File: src/rtl/cam_cascade_arbiter.sv
module cam_cascade_arbiter #(
  parameter int IDX_W  = 6,
  parameter int PAGE_W = 4
) (
  input  logic                    clk,
  input  logic                    rst_n,
  input  logic                    ce,
  input  logic [1:0]              op,
  input  logic                    sel,
  input  logic                    loc_hit,
  input  logic                    loc_multi,
  input  logic [IDX_W-1:0]        loc_idx,
  input  logic                    all_valid,
  input  logic [IDX_W-1:0]        free_idx,
  input  logic [IDX_W-1:0]        acc_idx,
  input  logic [PAGE_W-1:0]       page,
  input  logic                    match_in,
  input  logic                    full_in,
  input  logic                    oe,
  input  logic                    cfg_lowest,
  output logic                    match_out,
  output logic                    full_out,
  output logic                    mm_pull,
  output logic [PAGE_W+IDX_W-1:0] res_bus,
  output logic                    res_oe
);
  localparam int BW = PAGE_W + IDX_W;
  localparam logic [1:0] K_NONE = 2'd0, K_CMP = 2'd1, K_NFW = 2'd2, K_ACC = 2'd3;

  logic [1:0]    kind_q;
  logic          hit_q, multi_q, nfw_own_q, nfw_full_q;
  logic [BW-1:0] addr_q;

  always_ff @(posedge clk or negedge rst_n) begin
    if (!rst_n) begin
      kind_q     <= K_NONE;
      hit_q      <= 1'b0;
      multi_q    <= 1'b0;
      nfw_own_q  <= 1'b0;
      nfw_full_q <= 1'b0;
      addr_q     <= '0;
    end else if (ce) begin
      case (op)
        2'b01: begin
          kind_q  <= K_CMP;
          hit_q   <= sel & loc_hit;
          multi_q <= sel & loc_multi;
          addr_q  <= {page, loc_idx};
        end
        2'b10: begin
          kind_q     <= K_NFW;
          nfw_own_q  <= sel & full_in & ~all_valid;
          nfw_full_q <= sel & full_in & all_valid;
          addr_q     <= {page, free_idx};
        end
        2'b11: begin
          kind_q <= sel ? K_ACC : K_NONE;
          if (sel) addr_q <= {page, acc_idx};
        end
        default: ;
      endcase
    end
  end

  logic cmp_own, cmp_miss, nfw_own, nfw_full, ones;

  assign cmp_own  = (kind_q == K_CMP) & hit_q & ~match_in;
  assign cmp_miss = (kind_q == K_CMP) & ~hit_q & ~match_in & cfg_lowest;
  assign nfw_own  = (kind_q == K_NFW) & nfw_own_q;
  assign nfw_full = (kind_q == K_NFW) & nfw_full_q & cfg_lowest;
  assign ones     = cmp_miss | nfw_full;

  assign match_out = hit_q | match_in;
  assign full_out  = all_valid & full_in;
  assign mm_pull   = match_in ? hit_q : multi_q;
  assign res_oe    = oe & (cmp_own | nfw_own | (kind_q == K_ACC) | ones);
  assign res_bus   = ones ? {BW{1'b1}} : addr_q;
endmodule

File: config.mk
export PLATFORM = sky130hd
export DESIGN_NAME = cam_cascade_arbiter
export DESIGN_NICKNAME = d
export VERILOG_FILES = /design/src/rtl/cam_cascade_arbiter.sv
export SDC_FILE = /design/constraint.sdc
export NUM_CORES = 1
export LEC_CHECK = 0
export ABC_AREA = 1
export ABC_CLOCK_PERIOD_IN_PS = 2400
export CAP_MARGIN = 10
export CORE_ASPECT_RATIO = 0.7
export CORE_UTILIZATION = 41
export CTS_CLUSTER_DIAMETER = 100
export DETAILED_ROUTE_END_ITERATION = 8
export PLACE_DENSITY = 0.84
export SYNTH_ARGS = -nofsm -noshare
export SYNTH_HDL_FRONTEND = slang
export SYNTH_SLANG_ARGS = --single-unit
File: constraint.sdc
create_clock -name clk -period 2.4 [get_ports clk]
set_clock_uncertainty 0.15 [all_clocks]
set_input_delay 0.6 -clock clk [delete_from_list [all_inputs] [get_ports clk]]
set_output_delay 0.6 -clock clk [all_outputs]
set_load 0.02 [all_outputs]
==> results.ini, run 1 <==
[outcome]
status=finished, final reports clean

[sta]
final-setup-viol-count=0
drv_slew=0
hold_slack_ns=0.331
clock.fmax_mhz=425
slew_headroom_pct=52.4
layout_min_cycle_time_ns=2.35
rsz0062_at_grt=false
worst_slew_pin_slew_ns=0.712
tns_ns=0
post-route-period-util_pct=97.9
hold_violations=0

[worst_setup_path]
cp_data_arrival_time_ns=1.60
start_kind=primary input
cp-end-kind=primary output
worstPathRequired_ns=1.65
crit_type=in -> out
critPathMaxFanout=5

[place]
portBuffers=48
dpl.hpwl_um=1840
place_congestion=0.749
dp_cells=209

[cts]
clkTransAtPathRegs_ns=0.09
h-tree-depth=1
cts_tree=yes
clockRootBuffer=clkbuf_4
cts.sinks=16
cts_buffers=3
holdBufCountCts=0
cts_setup_buffers=0
insertion_delay_ns=0.28
cts_buffer_depth=2

[layout]
final_net_count=220
antenna_cells=0
n_fill_cell=166
syn2layout_area_growth_pct=58.8
final_common_cell=nand2_1
layout_common_cells=58 x nand2_1, 33 x clkdlybuf4s50_1, 16 x dfrtp_1, 10 x nand3_1
stdcell_count=214
drive_gt1_share_pct=19.6
fin_util_pct=73.3

[global_routing]
grt_overflow=0
grt_pass1_vias=866
grt_pass1_wl_um=3800
grt_max_degree=17
antenna_found_initial=0
grtUsageTotal_pct=22.0

[routing]
via_per_inst=4.67
met1_length_um=1090
drtIter0Drc=27
wl_met3_um=153
dr_wl_met2_um=1140
vias=1000
route.top_layer_used=met4
drc=0
final_antenna_net_count=0
first_pass_iters=4
wl_per_cell_um=11.2
routed_wl_um=2410

[floorplan]
rows=13
pin_count=49
core_mm2=0.00197
dieWidth_um=58.3
die_y_um=41.4
die-area_mm2=0.00241
initial_utilization_pct=46.2

[synthesis]
synth_cell_types=16
syn_area_um2=908
syn_inst=130
ys_ff_latch=16
synth_warnings=0
syn-num-nets=165
avgSynthCellArea_um2=6.99
yosysSeqAreaShare_pct=44.1

[flow_run]
drv_cap=0

[power]
irDropWorstVdd_v=0.000216
p_leak_nw=0.752
power_density_mw_per_mm2=550

[min_path]
hold_class=reg -> reg

-- stage by stage --
| step | worst slack [ns] | power [mW] | area [um2] |
|---|---|---|---|
| finish | 0.0492 | 0.793 | 1440 |
| detailed placement | -0.626 | 0.640 | 1430 |
| global placement | -0.577 | 0.632 | 1430 |
| global route | 0.00709 | 0.841 | 1440 |
| CTS | 0.0710 | 0.796 | 1440 |
| floorplan | 0.273 | 0.481 | 908 |
-- routing by layer --
layer / GRT usage [%] / vias to the layer above
met5: 0 / -
met4: 8.93 / 0
met3: 2.16 / 2
met2: 39.1 / 41
met1: 28.7 / 437
li1: - / 520
-- power breakdown --
| part | internal [mW] | total [mW] | leakage (nW) | switching [mW] |
|---|---|---|---|---|
| Combinational | 0.138 | 0.285 | 0.529 | 0.147 |
| Sequential | 0.307 | 0.327 | 0.201 | 0.0202 |
| Clock | 0.0924 | 0.180 | 0.0210 | 0.0879 |
| Total | 0.537 | 0.793 | 0.752 | 0.256 |
-- sequential cells by signal (all words and copies together) (netlist names) --
name / cells
multi_q: 1
addr_q: 10
hit_q: 1
nfw_own_q: 1
nfw_full_q: 1
kind_q: 2
-- path summary, 6_finish.rpt --
check | from | slack, ns | endpoint | cells past startpoint
min in group asynchronous | rst_n | 0.58 | nfw_own_q | 1
max | cfg_lowest | 0.05 | res_bus[3] | 5
max reg2reg | kind_q[1] | 1.56 | kind_q[1] | 2
max in group asynchronous | rst_n | 1.07 | addr_q[6] | 1
min | addr_q[3] | 0.33 | addr_q[3] | 2
min reg2reg | addr_q[3] | 0.33 | addr_q[3] | 2
-- synth_stat cells --
master / instances / area, um2
nand2_1: 59 / 221
dfrtp_1: 16 / 400
nand3_1: 11 / 55.1
or2_2: 10 / 62.6
inv_1: 9 / 33.8
o21ai_0: 8 / 40.0
nor2_1: 7 / 26.3
nand2_2: 2 / 12.5
a31oi_1: 1 / 6.26
buf_6: 1 / 11.3
clkbuf_1: 1 / 3.75
inv_2: 1 / 3.75
nand3b_1: 1 / 7.51
nand4_1: 1 / 6.26
nor2_4: 1 / 11.3
or2_0: 1 / 6.26
-- cells by family (layout without fill, tap and decap cells) --
group	count (synthesis)	count (layout)	synth area share (%)
and+or+nand+nor	93	94	45.0
buffers and inverters	12	65	5.78
AOI/OAI and AO/OA	9	9	5.10
DFF	16	16	44.1
-- worst max-delay path, cell delays in order --
cell	delay, ns
dlygate4sd2_1	0.27
nand4_1	0.17
nand2_2	0.12
or2_2	0.28
buf_2	0.16
-- layout make-up --
class	instances	area [um2]	share of cell area [%]
clock buffer	4	36.3	2.52
inverter	10	37.5	2.60
multi-input combinational	103	479	33.2
sequential	16	400	27.8
tap	30	37.5	2.60
timing repair buffer	51	452	31.3
-- what timing repair did --
action	4_1_cts	5_1_grt
endpoints found under the setup margin	14	0
gates resized for setup	56	0
hold endpoints to repair	0	0
Note: power is estimated with default switching activity, not from simulation.
==> inputs of run 2 (changes only) <==
--- a/config.mk
+++ b/config.mk
@@ -8,7 +8,6 @@
 export ABC_AREA = 1
 export ABC_CLOCK_PERIOD_IN_PS = 2400
 export CAP_MARGIN = 10
-export CORE_ASPECT_RATIO = 0.7
 export CORE_UTILIZATION = 41
 export CTS_CLUSTER_DIAMETER = 100
 export DETAILED_ROUTE_END_ITERATION = 8
==> run 2 against run 1 <==
Global-route usage up 0.47 points. Sequential power up 1%. Worst hold slack better by 0.0063 ns. Clock power down 24%. Clock-buffer cell count down 1. Via count up 0.10%. Critical path depth unchanged. Register-to-register slack worse by 0.02 ns. Non-clock buffer count up 1. Critical endpoint is now res_bus[0]. Largest power group is now combinational logic. Highest routed layer unchanged.
==> results.ini, run 2 (synthesis results as in run 1) <==
[worst_setup_path]
crit_type=in -> out
cp-end-kind=primary output
worstPathCellList=dlygate4sd2_1, nand4_1, nand2_2, or2_4, buf_6
r2r_cells=2
cp_data_arrival_time_ns=1.56
regToRegStartpoint=kind_q[1]
cpPeakStageDelay_ns=0.28
crit_start=cfg_lowest
start_kind=primary input
r2r_end=kind_q[1]
cpMaxStageDelayCell=or2_4
critPathMaxFanout=6
worstPathRequired_ns=1.65
reg2reg_slack_ns=1.54

[power]
clockPowerShare_pct=16.8
combPwrFrac_pct=42.2
power_density_mw_per_mm2=537
swShare_pct=31.8
p_int_mw=0.551
seqPwrFrac_pct=40.9
p_sw_mw=0.257
irDropWorstVdd_v=0.000279
p_leak_nw=0.762

[place]
place_congestion=0.729
placed_area_mm2=0.00144
dp_slack_ns=-0.603
portBuffers=48
dpl.hpwl_um=1810
dp_cells=207

[layout]
final_common_cell=nand2_1
final_net_count=221
n_fill_cell=159
top_register=addr_q
multi_input_area_um2=497
final_area_mm2=0.00150
antenna_cells=0
fin_util_pct=74.4
drive_gt1_share_pct=19.6
largest_register_ffs=10
seqCellArea_um2=400
syn2layout_area_growth_pct=65.6
reg_top3=addr_q (10), kind_q (2)
layout_common_cells=58 x nand2_1, 33 x clkdlybuf4s50_1, 16 x dfrtp_1
stdcell_count=211

[routing]
first_pass_iters=4
via_per_inst=4.74
final_antenna_net_count=0
routed_wl_um=2470
drtIter0Drc=15
wl_per_cell_um=11.7
vias=1001
drc=0

[cts]
cts_setup_buffers=0
insertion_delay_ns=0.28
holdBufCountCts=0
cts_buffer_depth=2
h-tree-depth=1
cts.sinks=16
clkTransAtPathRegs_ns=0.08
cts_tree=yes
cts_buffers=3
clockRootBuffer=clkbuf_4

[outcome]
status=finished, final reports clean

[sta]
tns_ns=0
post-route-period-util_pct=96.3
final.setup.worst_slack_ns=0.0895
slew_headroom_pct=54.6
clock.fmax_mhz=433
layout_min_cycle_time_ns=2.31
worst_slew_pin_slew_ns=0.678
rsz0062_at_grt=false
drv_slew=0
hold_violations=0
final-setup-viol-count=0

[floorplan]
die-area_mm2=0.00241
core_mm2=0.00202
initial_utilization_pct=44.9
die_y_um=49.1
dieWidth_um=49.1
pin_count=49
rows=16

[min_path]
whs_path_depth=2
hp-start=nfw_full_q
min_to=nfw_full_q
hold_class=reg -> reg

[global_routing]
grtUsageTotal_pct=22.4
grt_max_degree=17
grt_pass1_vias=923
antenna_found_initial=0
grt_overflow=0
grt_pass1_wl_um=3990

[flow_run]
drv_cap=0

-- run 2: changes by cell type in the layout (fill, tap and decap cells not counted), sizes merged --
cell,change
buf,+1
clkbuf,-1
-- run 2: how the worst max path moves through the flow --
stage                 end  depth (start not counted)
2_1_floorplan      res_oe                          6
3_3_place_gp   res_bus[0]                          6
3_5_place_dp   res_bus[4]                          6
4_1_cts         match_out                          4
5_1_grt            res_oe                          7
6_report       res_bus[0]                          5
-- run 2: area by class of cell --
type                       instances  share of cell area [%]
clock buffer                       3                    1.50
inverter                          10                    2.50
multi-input combinational        103                    33.0
sequential                        16                    26.6
tap                               27                    2.25
timing repair buffer              52                    34.1
-- run 2: power by group through the flow --
stage               clock network (mW)  logic [mW]  registers, mW
floorplan                            0       0.155          0.326
global route                     0.151       0.365          0.334
finish                           0.136       0.341          0.331
CTS                              0.141       0.339          0.329
detailed placement                   0       0.309          0.332
global placement                     0       0.301          0.331
-- run 2: metal layers --
metal	share of wire, %	GRT usage, %	up-vias
met1	41	23.9	447
met4	2.5	14.7	0
met2	54	41.6	30
li1	-	-	519
met5	0	0	-
met3	2.8	1.87	5
-- run 2: what timing repair did --
action                                  4_1_cts  5_1_grt
gates resized for setup                      81        1
pin swaps                                     5        0
gates cloned                                  1        0
endpoints found under the setup margin       14        2
-- run 2: critical path, delay by kind of cell --
family,cells,cell delay (ns)
buf+inv,2,0.39
simple gates,3,0.57
-- run 2: per-stage QoR --
stage,power (mW),hold slack [ns]
3_3_place_gp,0.632,0.304
5_1_grt,0.850,0.356
4_1_cts,0.808,0.345
3_5_place_dp,0.641,0.315
2_1_floorplan,0.481,0.154
6_report,0.807,0.337
==> inputs of run 3 (changes only) <==
--- a/config.mk
+++ b/config.mk
@@ -8,6 +8,7 @@
 export ABC_AREA = 1
 export ABC_CLOCK_PERIOD_IN_PS = 2400
 export CAP_MARGIN = 10
+export CORE_MARGIN = 4
 export CORE_UTILIZATION = 41
 export CTS_CLUSTER_DIAMETER = 100
 export DETAILED_ROUTE_END_ITERATION = 8
==> constraint.sdc (replaced) <==
create_clock -name clk -period 2.4 [get_ports clk]
set_clock_uncertainty 0.15 [all_clocks]
set_input_delay 0.24 -clock clk [delete_from_list [all_inputs] [get_ports clk]]
set_output_delay 0.24 -clock clk [all_outputs]
set_load 0.02 [all_outputs]
==> run 3 against run 2 <==
Final area is 3.7% lower. Clock power is 30% higher. Global-route usage is 4.9 points lower. Largest power group is now registers. Sequential power is 1% lower. Die area is 26% higher. Non-clock buffer count is 4 lower. Cell count is 1.9% lower. First-iteration DRC count is 47% higher. Total power hardly changed.
==> results.ini, run 3 (synthesis results as in run 1) <==
[sta]
tns_ns=0
final-setup-viol-count=0
drv_slew=0
worst_slew_pin_slew_ns=0.690
layout_min_cycle_time_ns=2.28
slew_headroom_pct=53.9
post-route-period-util_pct=94.8
hold_violations=0
rsz0062_at_grt=false
clock.fmax_mhz=439

[layout]
seqCellArea_um2=400
n_fill_cell=168
final_net_count=216
largest_register_ffs=10
multi_input_area_um2=458
reg_top3=addr_q (10), kind_q (2)
top_register=addr_q
drive_gt1_share_pct=10.6
final_common_cell=nand2_1
antenna_cells=0
syn2layout_area_growth_pct=59.5
layout_common_cells=58 x nand2_1, 47 x clkdlybuf4s50_1, 16 x dfrtp_1, 11 x nand3_1, 10 x or2_2

[floorplan]
die-area_mm2=0.00303
dieWidth_um=55.1
pin_count=49
die_y_um=55.1
initial_utilization_pct=44.5
core_mm2=0.00204
rows=16

[routing]
drc=0
drtIter0Drc=22
via_per_inst=4.85
vias=1003
routed_wl_um=2390
final_antenna_net_count=0
first_pass_iters=4
wl_per_cell_um=11.5

[cts]
cts_buffers=3
post_cts_resized=0
insertion_delay_ns=0.28
cts_buffer_depth=2
clockRootBuffer=clkbuf_4
cts.sinks=16
cts_tree=yes
h-tree-depth=1
cts_setup_buffers=0
clkTransAtPathRegs_ns=0.09
holdBufCountCts=0

[worst_setup_path]
worstPathRequired_ns=2.01
critPathMaxFanout=11
cp-end-kind=primary output
crit_type=in -> out
cp_data_arrival_time_ns=1.89
start_kind=primary input

[global_routing]
grt_pass1_wl_um=3760
grtUsageTotal_pct=17.6
grt_pass1_vias=895
grt_max_degree=17
grt_overflow=0
antenna_found_initial=0

[power]
p_leak_nw=0.727
p_int_mw=0.559
power_density_mw_per_mm2=557
seqPwrFrac_pct=40.4
irDropWorstVdd_v=0.000318
clockPowerShare_pct=21.9
p_sw_mw=0.248
swShare_pct=30.8
combPwrFrac_pct=37.6
totalPowerFinal_mw=0.808

[place]
place_congestion=0.758
dpl.hpwl_um=1850
portBuffers=48

[flow_run]
drv_cap=0

[outcome]
status=finished, final reports clean

[min_path]
hold_class=in -> async

[run 3: power groups by stage]
stage,logic [mW],clock network [mW],registers [mW]
2_1_floorplan,0.155,0,0.326
3_3_place_gp,0.296,0,0.331
3_5_place_dp,0.303,0,0.332
4_1_cts,0.307,0.180,0.326
5_1_grt,0.334,0.194,0.332
6_report,0.304,0.177,0.327
[run 3: routing by layer]
metal / up-vias / track usage (%) / part of all wire (%)
li1: 505 / - / -
met1: 436 / 19.3 / 38
met4: 0 / 10.5 / 2.4
met2: 56 / 32.1 / 51
met3: 6 / 1.88 / 9.2
met5: - / 0 / 0
[run 3: layout make-up]
cell class                 count  area share, %
clock buffer                   4           2.50
sequential                    16           27.6
inverter                      10           2.59
tap                           27           2.33
timing repair buffer          48           33.3
multi-input combinational    102           31.6
[run 3: stage by stage]
step / util [%] / hold WS (ns) / area [um2] / instances / setup WS [ns]
3_3_place_gp: 68.9 / 0.305 / 1410 / 203 / 0.111
5_1_grt: 71.0 / 0.263 / 1450 / 207 / 0.0245
4_1_cts: 70.7 / 0.230 / 1440 / 207 / 0.0413
3_5_place_dp: 68.9 / 0.307 / 1410 / 203 / 0.0632
6_report: 71.0 / 0.215 / 1450 / 207 / 0.124
2_1_floorplan: - / -0.206 / 908 / 130 / 0.839
[run 3: path summary, 6_finish.rpt]
path | from | end | slack (ns) | depth (start not counted)
max | match_in | res_bus[4] | 0.12 | 6
min | rst_n | nfw_own_q | 0.21 | 1
max reg2reg | kind_q[0] | kind_q[0] | 1.54 | 2
min reg2reg | addr_q[1] | addr_q[1] | 0.33 | 2
max in group asynchronous | rst_n | hit_q | 1.45 | 1
min in group clk | addr_q[1] | addr_q[1] | 0.33 | 2
[run 3: worst max-delay path: stages]
cell and delay [ns]:
clkdlybuf4s50_1 0.52, nor2_1 0.08, nand3_1 0.09, nand2_2 0.11, or2_2 0.29, clkdlybuf4s50_1 0.55
